--- config.mk ---
export PLATFORM = sky130hd
export DESIGN_NAME = handshake_cmd_seq
export DESIGN_NICKNAME = d
export VERILOG_FILES = /design/src/rtl/handshake_cmd_seq.sv
export SDC_FILE = /design/constraint.sdc
export NUM_CORES = 1
export LEC_CHECK = 0
export ABC_AREA = 1
export CORE_UTILIZATION = 61
export CTS_BUF_LIST = sky130_fd_sc_hd__clkbuf_8 sky130_fd_sc_hd__clkbuf_16
export CTS_CLUSTER_DIAMETER = 60
export DETAILED_ROUTE_END_ITERATION = 8
export PLACE_DENSITY = 0.8
export SKIP_CTS_REPAIR_TIMING = 1
export SLEW_MARGIN = 20
export SYNTH_ARGS = -nofsm -noshare
export SYNTH_HDL_FRONTEND = slang
export SYNTH_SLANG_ARGS = --single-unit
--- constraint.sdc ---
create_clock -name clk -period 2.5 [get_ports clk]
set_clock_uncertainty 0.05 [all_clocks]
set_input_delay 0.5 -clock clk [delete_from_list [all_inputs] [get_ports clk]]
set_output_delay 0.5 -clock clk [all_outputs]
set_load 0.1 [all_outputs]
--- src/rtl/handshake_cmd_seq.sv ---
module handshake_cmd_seq #(
  parameter int CMD_DEPTH = 32,
  parameter int RSP_DEPTH = 32
) (
  input  logic                         clk,
  input  logic                         rst_n,
  input  logic                         pb_wr,
  input  logic [7:0]                   pb_wdata,
  output logic [7:0]                   pb_q,
  input  logic [7:0]                   sr_in,
  input  logic                         sr_host_tx,
  output logic [7:0]                   sr_out,
  output logic                         sr_done,
  output logic [7:0]                   lk_cmd,
  input  logic [7:0]                   lk_arg_len,
  input  logic                         lk_arg_var,
  input  logic [7:0]                   lk_rsp_len,
  input  logic                         lk_rsp_var,
  output logic                         disp_stb,
  output logic [7:0]                   disp_cmd,
  output logic [7:0]                   disp_len,
  input  logic [$clog2(CMD_DEPTH)-1:0] arg_idx,
  output logic [7:0]                   arg_data,
  input  logic                         rsp_we,
  input  logic [$clog2(RSP_DEPTH)-1:0] rsp_widx,
  input  logic [7:0]                   rsp_wdata,
  input  logic                         disp_done,
  input  logic                         disp_unk,
  input  logic [7:0]                   disp_size
);
  localparam int CAW = $clog2(CMD_DEPTH);
  localparam int RAW = $clog2(RSP_DEPTH);
  localparam int ACK = 3;
  localparam int REQ = 4;
  localparam logic [7:0] ACK_M   = 8'(1 << ACK);
  localparam logic [7:0] IDLE_PB = 8'((1 << ACK) | (1 << REQ));
  localparam logic [8:0] CMD_LIM = 9'(CMD_DEPTH);
  localparam logic [8:0] RSP_LIM = 9'(RSP_DEPTH);

  typedef enum logic [1:0] {S_IDLE = 2'd0, S_CMD = 2'd1, S_WAIT = 2'd2, S_RSP = 2'd3} st_t;

  st_t        st;
  logic [7:0] last_b;
  logic [7:0] cmd_q, cmd_len, rsp_len, rsp_size, rx_cnt, tx_cnt;
  logic       cmd_var, rsp_var;
  logic [7:0] cmd_buf [CMD_DEPTH];
  logic [7:0] rsp_buf [RSP_DEPTH];

  logic       eval, valid_req, ack_rel;
  logic       take_cmd, take_arg, give;
  logic       go_disp, go_idle;
  logic [7:0] rx_next, tx_next, tx_byte;
  logic       tx_in_range;

  assign eval      = !pb_wr && (st != S_WAIT) && (pb_q != last_b);
  assign valid_req = eval && (pb_q[REQ:ACK] == 2'b01);
  assign ack_rel   = eval && (pb_q[REQ:ACK] == 2'b10);

  assign take_cmd = valid_req && (st == S_IDLE) && sr_host_tx;
  assign take_arg = valid_req && (st == S_CMD) && sr_host_tx;
  assign give     = valid_req && (st == S_RSP) && !sr_host_tx;

  assign rx_next = rx_cnt + 8'd1;
  assign tx_next = tx_cnt + 8'd1;

  assign go_disp = (take_cmd && !lk_arg_var && (lk_arg_len == 8'd0)) ||
                   (take_arg && (cmd_var ? (sr_in == 8'd0) : (rx_next == cmd_len)));
  assign go_idle = give && (rsp_var ? (rsp_size == 8'd0) : (tx_next == rsp_len));

  assign tx_in_range = ({1'b0, tx_cnt} < {1'b0, rsp_size}) && ({1'b0, tx_cnt} < RSP_LIM);
  assign tx_byte = rsp_var ? rsp_size :
                   (tx_in_range ? rsp_buf[tx_cnt[RAW-1:0]] : 8'd0);

  assign lk_cmd   = sr_in;
  assign disp_cmd = cmd_q;
  assign disp_len = cmd_len;
  assign arg_data = cmd_buf[arg_idx];

  always_ff @(posedge clk or negedge rst_n) begin
    if (!rst_n) begin
      pb_q   <= IDLE_PB;
      last_b <= IDLE_PB;
    end else begin
      if (pb_wr)          pb_q <= pb_wdata;
      else if (ack_rel)   pb_q <= pb_q | ACK_M;
      else if (valid_req) pb_q <= pb_q & ~ACK_M;
      if (eval) begin
        if (ack_rel)        last_b <= pb_q | ACK_M;
        else if (valid_req) last_b <= pb_q & ~ACK_M;
        else                last_b <= pb_q;
      end
    end
  end

  always_ff @(posedge clk or negedge rst_n) begin
    if (!rst_n) begin
      st       <= S_IDLE;
      cmd_q    <= '0;
      cmd_len  <= '0;
      cmd_var  <= 1'b0;
      rsp_len  <= '0;
      rsp_var  <= 1'b0;
      rsp_size <= '0;
      rx_cnt   <= '0;
      tx_cnt   <= '0;
      sr_out   <= '0;
      sr_done  <= 1'b0;
      disp_stb <= 1'b0;
    end else begin
      sr_done  <= take_cmd || take_arg || give;
      disp_stb <= go_disp;
      if (take_cmd) begin
        cmd_q   <= sr_in;
        cmd_len <= lk_arg_len;
        cmd_var <= lk_arg_var;
        rsp_len <= lk_rsp_len;
        rsp_var <= lk_rsp_var;
        rx_cnt  <= '0;
        tx_cnt  <= '0;
        st      <= go_disp ? S_WAIT : S_CMD;
      end
      if (take_arg) begin
        if (cmd_var) begin
          cmd_len <= sr_in;
          cmd_var <= 1'b0;
        end else begin
          rx_cnt <= rx_next;
        end
        if (go_disp) st <= S_WAIT;
      end
      if ((st == S_WAIT) && disp_done) begin
        rsp_size <= disp_unk ? 8'd0 : disp_size;
        st       <= (!rsp_var && (rsp_len == 8'd0)) ? S_IDLE : S_RSP;
      end
      if (give) begin
        sr_out <= tx_byte;
        if (rsp_var) begin
          rsp_len <= rsp_size;
          rsp_var <= 1'b0;
        end else begin
          tx_cnt <= tx_next;
        end
        if (go_idle) st <= S_IDLE;
      end
    end
  end

  always_ff @(posedge clk or negedge rst_n) begin
    if (!rst_n) begin
      for (int i = 0; i < CMD_DEPTH; i++) cmd_buf[i] <= '0;
    end else if (take_arg && !cmd_var && ({1'b0, rx_cnt} < CMD_LIM)) begin
      cmd_buf[rx_cnt[CAW-1:0]] <= sr_in;
    end
  end

  always_ff @(posedge clk or negedge rst_n) begin
    if (!rst_n) begin
      for (int i = 0; i < RSP_DEPTH; i++) rsp_buf[i] <= '0;
    end else if (rsp_we) begin
      rsp_buf[rsp_widx] <= rsp_wdata;
    end
  end
endmodule

After elaboration in Yosys (flattened, before gate mapping) --
Index checks and enable logic that the tools add are counted.
Word-level totals: register bits after elaboration 590, bits in latches 0, bits in writable memories 0, bits in read-only memories 0, input bits 67, output and inout bits 50, word-level logic and storage cells 182, memories 0
Operators by class: add/sub/neg operators 2, multipliers 0, divide/modulo/power cells 0, order comparisons 9, equality and inequality tests 9, shift-type cells 0, mux-type cells 46, bitwise gates (word level) 4, reduce and logical (&&, ||, !) cells 34
Operators with widths (number):
- $bwmux 256 | 2
- $mux 8 | 22
- $bmux 8 s5 | 2
- $demux 8 s5 | 2
- $logic_not 8->1 | 4
- $ge 6x6->1 const B | 4
- $not 5->6 | 4
- $logic_and 1x1->1 | 21
- $add 8x1->8 const B | 2
- $eq 8x8->1 | 2
- $lt 8x6->1 const B | 2
- $mux 2 | 8
- $lt 6x1->1 const B | 2
- $lt 8x8->1 | 1
- $mux 1 | 8
- $mux 4 | 2
- $ne 8x8->1 | 1
- $eq 2x2->1 const B | 3
- $logic_not 1->1 | 5
- $eq 2x1->1 const B | 2
- $logic_or 1x1->1 | 3
- $logic_not 2->1 | 1
- $ne 2x2->1 const B | 1

Logic depth before layout (Yosys ltp) --
Gate-level depths: netlist (run 1).
depth after elaboration 16, gate-level depth with buffers 15

Worst setup path before layout (run 1) --
Ideal clock, no wire load.
path kind input-to-output, start point in arg_idx[0], end point out arg_data[2], data arrival time 3346 ps, required time 1950 ps, setup slack -1396 ps, stages on the path 9, buffers on the path 4, cell sequence clkbuf_1 -> inv_1 -> buf_2 -> buf_2 -> clkbuf_1 -> nor2_1 -> o221ai_1 -> nand3_1 -> a31oi_1
Between the ends: longest elaborated chain between the ends 4
RTL lines:
- start, declared | RTL line 22 | input logic [$clog2(CMD_DEPTH)-1:0] arg_idx,
- $not 5->6 (not written as such) | RTL line 77 | assign arg_data = cmd_buf[arg_idx];
- $bmux 8 s5 | RTL line 77
- $mux 8 (not written as such) (2 in series) | RTL line 77
- end, declared | RTL line 23 | output logic [7:0] arg_data,
No other way between the ends. The select of a mux whose other input is x is not followed.

Final worst setup path (run 1) --
start point reg cmd_buf[232] (netlist bit), end point out arg_data[0]
Between the ends: longest elaborated chain between the ends 3
RTL lines:
- start, declared | RTL line 46 | logic [7:0] cmd_buf [CMD_DEPTH];
- start signal, assigned by index | RTL line 152 | cmd_buf[rx_cnt[CAW-1:0]] <= sr_in;
- $bmux 8 s5 | RTL line 77
- $mux 8 (not written as such) (2 in series) | RTL line 77
No other way between the ends. The select of a mux whose other input is x is not followed.

==> results of run 1 <==
-- layout make-up --
type | count | share of cell area, %
multi-input combinational | 2282 | 34.7
sequential | 590 | 45.3
clock buffer | 72 | 5.11
inverter | 123 | 1.48
timing repair buffer | 293 | 9.75
clock inverter | 39 | 1.32
tap | 592 | 2.27
-- path summary, 6_finish.rpt --
check / start / endpoint / slack [ns] / depth (start not counted)
min: rst_n / last_b[1]$_DFFE_PN0N_ / 0.32 / 2
max reg2reg: pb_q[4]$_DFFE_PN1P_ / cmd_buf[204]$_DFFE_PN0P_ / 0.13 / 13
max in group asynchronous: rst_n / rsp_buf[98]$_DFFE_PN0P_ / 1.18 / 4
min reg2reg: cmd_buf[147]$_DFFE_PN0P_ / cmd_buf[147]$_DFFE_PN0P_ / 0.43 / 2
max: cmd_buf[232]$_DFFE_PN0P_ / arg_data[0] / -0.26 / 5
min in group clk: pb_wdata[4] / pb_q[4]$_DFFE_PN1P_ / 0.36 / 3
-- kinds of logic (layout without fill, tap and decap cells) --
group | count (synthesis) | after routing | share of synthesized area [%]
AND/OR/NAND/NOR | 1226 | 1226 | 18.4
AO/OA/AOI/OAI | 1035 | 1035 | 20.7
flip-flops | 590 | 590 | 54.1
buffers and inverters | 357 | 527 | 5.94
adder cells (fa/ha/maj) | 12 | 12 | 0.550
XOR/XNOR | 8 | 8 | 0.257
multiplexers | 1 | 1 | 0.0367
-- where the power goes --
part | switching, mW | total, mW | internal [mW] | leakage [nW]
Combinational | 6.78 | 9.85 | 3.08 | 6.07
Sequential | 1.01 | 12.0 | 10.9 | 7.77
Clock | 3.91 | 9.47 | 5.57 | 1.07
Total | 11.7 | 31.3 | 19.6 | 14.9
-- per-stage QoR --
stage          hold WS (ns)  instances  utilization [%]  setup TNS, ns  worst slack (ns)
3_3_place_gp          0.386       3868             67.8          -2.09            -0.295
3_5_place_dp          0.382       3868             67.8          -7.88            -0.263
6_report              0.320       3991             73.7          -1.03            -0.260
2_1_floorplan         0.154       3229                -         -0.825            -0.116
4_1_cts              -0.285       3979             72.6          -2.15            -0.338
5_1_grt               0.341       3991             73.7          -1.43            -0.278
-- layout by cell type (no fill, tap or decap), types with 5 or more instances in the layout --
cell / n
nand2_1: 794
o21ai_0: 663
dfrtp_1: 575
nor2_1: 242
buf_4: 163
a21oi_1: 147
inv_1: 128
nand3_1: 92
clkbuf_16: 64
clkdlybuf4s50_1: 61
buf_12: 57
o21ai_1: 46
o221ai_1: 35
nand2_2: 33
a22oi_1: 30
o22ai_1: 21
nor3_1: 19
o221ai_2: 17
clkinv_2: 13
o211ai_1: 13
o21ai_2: 13
nor2_2: 12
ha_1: 12
clkbuf_8: 12
nand4_1: 10
dfrtp_2: 10
bufinv_16: 8
nand3_2: 6
a32oi_4: 6
a32o_1: 6
a22o_1: 6
xnor2_1: 5
nor2_8: 5
o21bai_1: 5
nor4_1: 5
-- state kept, by name, indices dropped and copies added (netlist names), 8 cells and up --
name      flops
rx_cnt        8
rsp_buf     256
sr_out        8
rsp_len       8
last_b        8
pb_q          8
cmd_buf     256
tx_cnt        8
rsp_size      8
disp_len      8
disp_cmd      8
-- per-layer routing --
layer	vias to the layer above	part of all wire [%]	track usage, %
met5	-	0	0
met4	0	5.1	17.9
met3	325	8.4	6.20
met2	1363	48	58.9
met1	12040	38	47.1
li1	11149	-	-
-- worst max-delay path: cells and delay by family (launching register included) --
| kind | cells | cell delay (ns) |
|---|---|---|
| compound gates | 3 | 0.76 |
| flops | 1 | 0.41 |
| buf+inv | 1 | 0.21 |
| simple gates | 1 | 0.17 |
==> results.toml, run 1 <==
[synth]
netlist_area_sq_um = 27300
ys_types = 48
synth_enable_flop_cells = 0
netlist_instances = 3229
yosys.area.top_type = "dfrtp_1"
netlist_top_cells_count = "794 x nand2_1, 694 x o21ai_0, 586 x dfrtp_1, 253 x nor2_1, 180 x clkbuf_1"
synth_area_leaders = "dfrtp_1 54%, o21ai_0 13%, nand2_1 11%, nor2_1 3.5%, a21oi_1 2.7%"
avgSynthCellArea_sq_um = 8.46
synth_top_cell_area_share_pct = 53.7
ys_warn_count = 0
synthesis.nets = 3308
yosysMostFrequentCell = "nand2_1"
async_flop_share_pct = 100
synth_ff_type = "dfrtp_1"
synth_seq_area_share_pct = 54.1
synth_seq_cells = 590

[run_status]
violations = "negative setup slack"
status = "finished with violations"

[routing]
routedWlPerCell_um = 20.6
post-route-drc-count = 0
via_count = 24877
viasPerCell = 6.23
antenna_left = 0
wirelength_um = 82200
first_iter_violations = 3124
dr.pass1.iters = 6

[sta]
hold_viol_final = 0
tightest_slew_ns = 0.942
rsz0062_at_grt = "yes"
slew_headroom_pct = 37.2
finalSetupViolCount = 8
period_share_pct = 110
maxSlewViolCount = 0
fmax_mhz = 362
layout_min_cycle_time_ns = 2.76
setup_slack_ns = -0.260

[cts]
cts-htree-levels = 2
clock-root-buffer = "clkbuf_16"
cts_buffer_depth = 3
cts_inserted_buffers = 60
clock_latency_ns = 0.64
path_clk_slew_ns = 0.06
cts_tree = "done"
numClockSinks = 590

[cells_and_area]
drive_above_1_share_pct = 13.4
nFillCells = 3145
multi_input_area_sq_um = 11300
n_antenna_cell = 0
areaGrowthSynthToFinish_pct = 19.4
register_area_sq_um = 14800
postLayoutCellArea_sq_um = 32600
fin_nets = 3429

[worst_setup_path]
cp_slowest_cell = "dfrtp_1"
worstSetupPathType = "flip-flop to primary output"
cp-end-kind = "primary output"
cp_data_arrival_time_ns = 2.21
crit_fanout = 2
critPathRequiredTime_ns = 1.95
startpoint_type = "flip-flop"
path_cells = "o21ai_2, o221ai_2, nand3_2, a32oi_4, buf_12"
critPathMaxStageDelay_ns = 0.41

[die]
top_level_ports = 117
fp-row-count = 77
core-area_sq_um = 44200
start_util_pct = 61.7
dieHeight_um = 214
dieArea_sq_um = 45600
dieWidth_um = 214

[place]
gp_congestion = 0.988
hpwl_um = 52500
io_buffers = 116
place_area_sq_um = 30000

[global_route]
grtUsageTotal_pct = 36.2
grt_pass1_wl_um = 128000
grt_pass1_vias = 23814
grt_max_degree = 100
antenna_found_initial = 0
grt_overflow_total = 0

[hold_path]
hold_class = "input port to asynchronous set/reset pin"

[pwr]
leakage_nw = 14.9
power.density_nw_per_um2 = 959
fin_total_pwr_mw = 31.3
irDropWorstVdd_uv = 726

[run]
maxCapViolations = 0
No activity file was read; power rests on OpenSTA's default activity.
==> run 2: changes to the inputs <==
--- a/config.mk
+++ b/config.mk
@@ -5,7 +5,6 @@
 export SDC_FILE = /design/constraint.sdc
 export NUM_CORES = 1
 export LEC_CHECK = 0
-export ABC_AREA = 1
 export CORE_UTILIZATION = 61
 export CTS_BUF_LIST = sky130_fd_sc_hd__clkbuf_8 sky130_fd_sc_hd__clkbuf_16
 export CTS_CLUSTER_DIAMETER = 60
==> results.toml, run 2 <==
[routing]
post-route-drc-count = 0
wirelength_um = 73200
first_iter_violations = 1405
dr.pass1.iters = 5
via_count = 17759
viasPerCell = 6.41
routedWlPerCell_um = 26.4
antenna_left = 0

[synth]
ys_types = 60
synth_seq_cells = 590
synth_enable_flop_cells = 0
avgSynthCellArea_sq_um = 15.0
synth_seq_area_share_pct = 52.4
async_flop_share_pct = 100
netlist_area_sq_um = 28200
ys_warn_count = 0
yosysMostFrequentCell = "dfrtp_1"
synth_ff_type = "dfrtp_1"
yosys.area.top_type = "dfrtp_1"
synthesis.nets = 1956
netlist_instances = 1877
netlist_top_cells_count = "586 x dfrtp_1, 471 x mux2_2, 148 x mux4_2, 96 x clkbuf_1, 64 x mux2_4"
synth_top_cell_area_share_pct = 52.0
synth_area_leaders = "dfrtp_1 52%, mux2_2 19%, mux4_2 12%, mux2_4 3.4%, mux2i_1 1.3%"

[sta]
finalSetupViolCount = 249
setup_tns_ns = -50.04
slew_headroom_pct = 13.7
maxSlewViolCount = 0
layout_min_cycle_time_ns = 3.18
setup_slack_ns = -0.676
rsz0062_at_grt = "yes"
hold_viol_final = 0
tightest_slew_ns = 1.29
period_share_pct = 127
fmax_mhz = 315

[global_route]
grt_overflow_total = 0
antenna_found_initial = 0
grt_pass1_wl_um = 110000
grt_pass1_vias = 18553
grtUsageTotal_pct = 30.8
grt_max_degree = 72

[worst_setup_path]
cp_data_arrival_time_ns = 2.63
path_cells = "mux4_2, mux4_2, mux2_4, buf_12"
ff2ff_path_depth = 8
r2r_setup_slack_ns = -0.30
crit_fanout = 2
cp-end-kind = "primary output"
critPathMaxStageDelay_ns = 0.55
critical-path-top-delay-family = "multiplexers"
reg2reg_to = "cmd_buf[216]$_DFFE_PN0P_"
cp_slowest_cell = "mux4_2"
startpoint_type = "flip-flop"
worst-path-buf-inv = 1
critPathRequiredTime_ns = 1.95
worstSetupPathType = "flip-flop to primary output"
critPathMostFrequentCell = "mux4_2"
r2r-start = "pb_q[3]$_DFF_PN1_"

[pwr]
leakage_nw = 16.1
seq_power_share_pct = 43.6
irDropWorstVdd_uv = 967
p_int_mw = 19.1
power.share.clock_pct = 35.0
power.switching_mw = 8.11
combPwrFrac_pct = 21.5
power.density_nw_per_um2 = 787
swShare_pct = 29.8

[die]
dieWidth_um = 217
fp-row-count = 78
dieArea_sq_um = 47100
start_util_pct = 62.0
top_level_ports = 117
core-area_sq_um = 45500
dieHeight_um = 217

[cells_and_area]
top_regs = "cmd_buf (256), rsp_buf (256)"
fin_nets = 2199
final_cell_mix = "577 x dfrtp_1, 393 x mux2_2, 169 x buf_4, 152 x mux2_4, 148 x mux4_2"
final_core_util_pct = 76.0
drive_above_1_share_pct = 52.3
nFillCells = 2605
areaGrowthSynthToFinish_pct = 22.6
layout_commonest_cell = "dfrtp_1"
postLayoutCellArea_sq_um = 34600

[cts]
clock-root-buffer = "clkbuf_16"
clock_latency_ns = 0.64
numClockSinks = 590
path_clk_slew_ns = 0.06
cts-htree-levels = 2
cts_buffer_depth = 3
cts_tree = "done"
cts_inserted_buffers = 61

[place]
hpwl_um = 46400
place_area_sq_um = 31400
io_buffers = 116
gp_congestion = 0.903

[run]
maxCapViolations = 0

[run_status]
violations = "negative setup slack"
status = "finished with violations"

[hold_path]
hold_class = "input port to asynchronous set/reset pin"
run 2: changes by cell type after synthesis, moves of 33 or more:
cell	previous run	this run
inv_1	121	14
nand2_1	794	58
mux4_2	0	148
mux2_4	0	64
nor2_1	253	45
o221ai_1	52	0
clkbuf_1	180	96
o21ai_0	694	51
nand3_1	98	19
mux2_2	0	471
a21oi_1	147	27
nand2_2	33	0
mux2i_1	1	36
run 2: power by group through the flow:
stage / Sequential, mW / Combinational (mW) / Clock (mW)
after floorplan: 12.8 / 2.78 / 0
after global placement: 11.8 / 5.35 / 0
after detailed placement: 11.9 / 5.51 / 0
after CTS: 11.8 / 5.55 / 9.60
after global routing: 12.0 / 6.17 / 9.98
final: 11.8 / 5.84 / 9.51
run 2: worst max path at each step:
stage | from | slack, ns | cells after the start | end
6_report | cmd_buf[39]$_DFFE_PN0P_ | -0.68 | 4 | arg_data[7]
5_1_grt | cmd_buf[39]$_DFFE_PN0P_ | -0.71 | 4 | arg_data[7]
4_1_cts | cmd_buf[176]$_DFFE_PN0P_ | -0.63 | 4 | arg_data[0]
3_5_place_dp | pb_wr | -0.67 | 7 | cmd_buf[52]$_DFFE_PN0P_
3_3_place_gp | pb_wr | -0.66 | 7 | cmd_buf[44]$_DFFE_PN0P_
2_1_floorplan | pb_q[3]$_DFF_PN1_ | -0.43 | 8 | cmd_buf[128]$_DFFE_PN0P_
run 2: layout make-up:
class	count	area [sq um]	share of cell area, %
tap	600	751	2.17
clock buffer	87	1900	5.49
antenna	1	2.50	0.00724
timing repair buffer	314	3370	9.76
sequential	590	14800	42.8
multi-input combinational	1138	13400	38.9
inverter	15	56.3	0.163
clock inverter	24	244	0.706
run 2: per-layer routing:
layer	GRT usage [%]	part of all wire, %	vias up
met4	10.6	3.8	0
met3	5.62	6.2	156
met2	48.4	48	601
li1	-	-	7485
met1	43.8	42	9517
met5	0	0	-
run 2: worst register-to-register path: cells and delay by family, from the launching register on:
family | cells | cell delay [ns]
buf+inv | 3 | 0.57
flops | 1 | 0.63
mux | 1 | 0.30
simple gates | 4 | 1.13
run 2: logic make-up after synthesis:
| family | count (synthesis) | synth area share, % |
|---|---|---|
| xor+xnor | 26 | 0.808 |
| mux | 729 | 35.7 |
| buf+inv | 149 | 2.25 |
| fa+ha+maj | 12 | 0.533 |
| simple gates | 249 | 5.61 |
| flops | 590 | 52.4 |
| compound gates | 122 | 2.64 |
run 2: through the flow:
stage / power, mW / cells / hold WS [ns] / setup slack, ns
2_1_floorplan: 15.5 / 1877 / 0.154 / -0.433
3_3_place_gp: 17.2 / 2631 / 0.415 / -0.661
3_5_place_dp: 17.4 / 2631 / 0.430 / -0.673
4_1_cts: 26.9 / 2742 / -0.237 / -0.626
5_1_grt: 28.1 / 2768 / 0.376 / -0.710
6_report: 27.2 / 2769 / 0.359 / -0.676
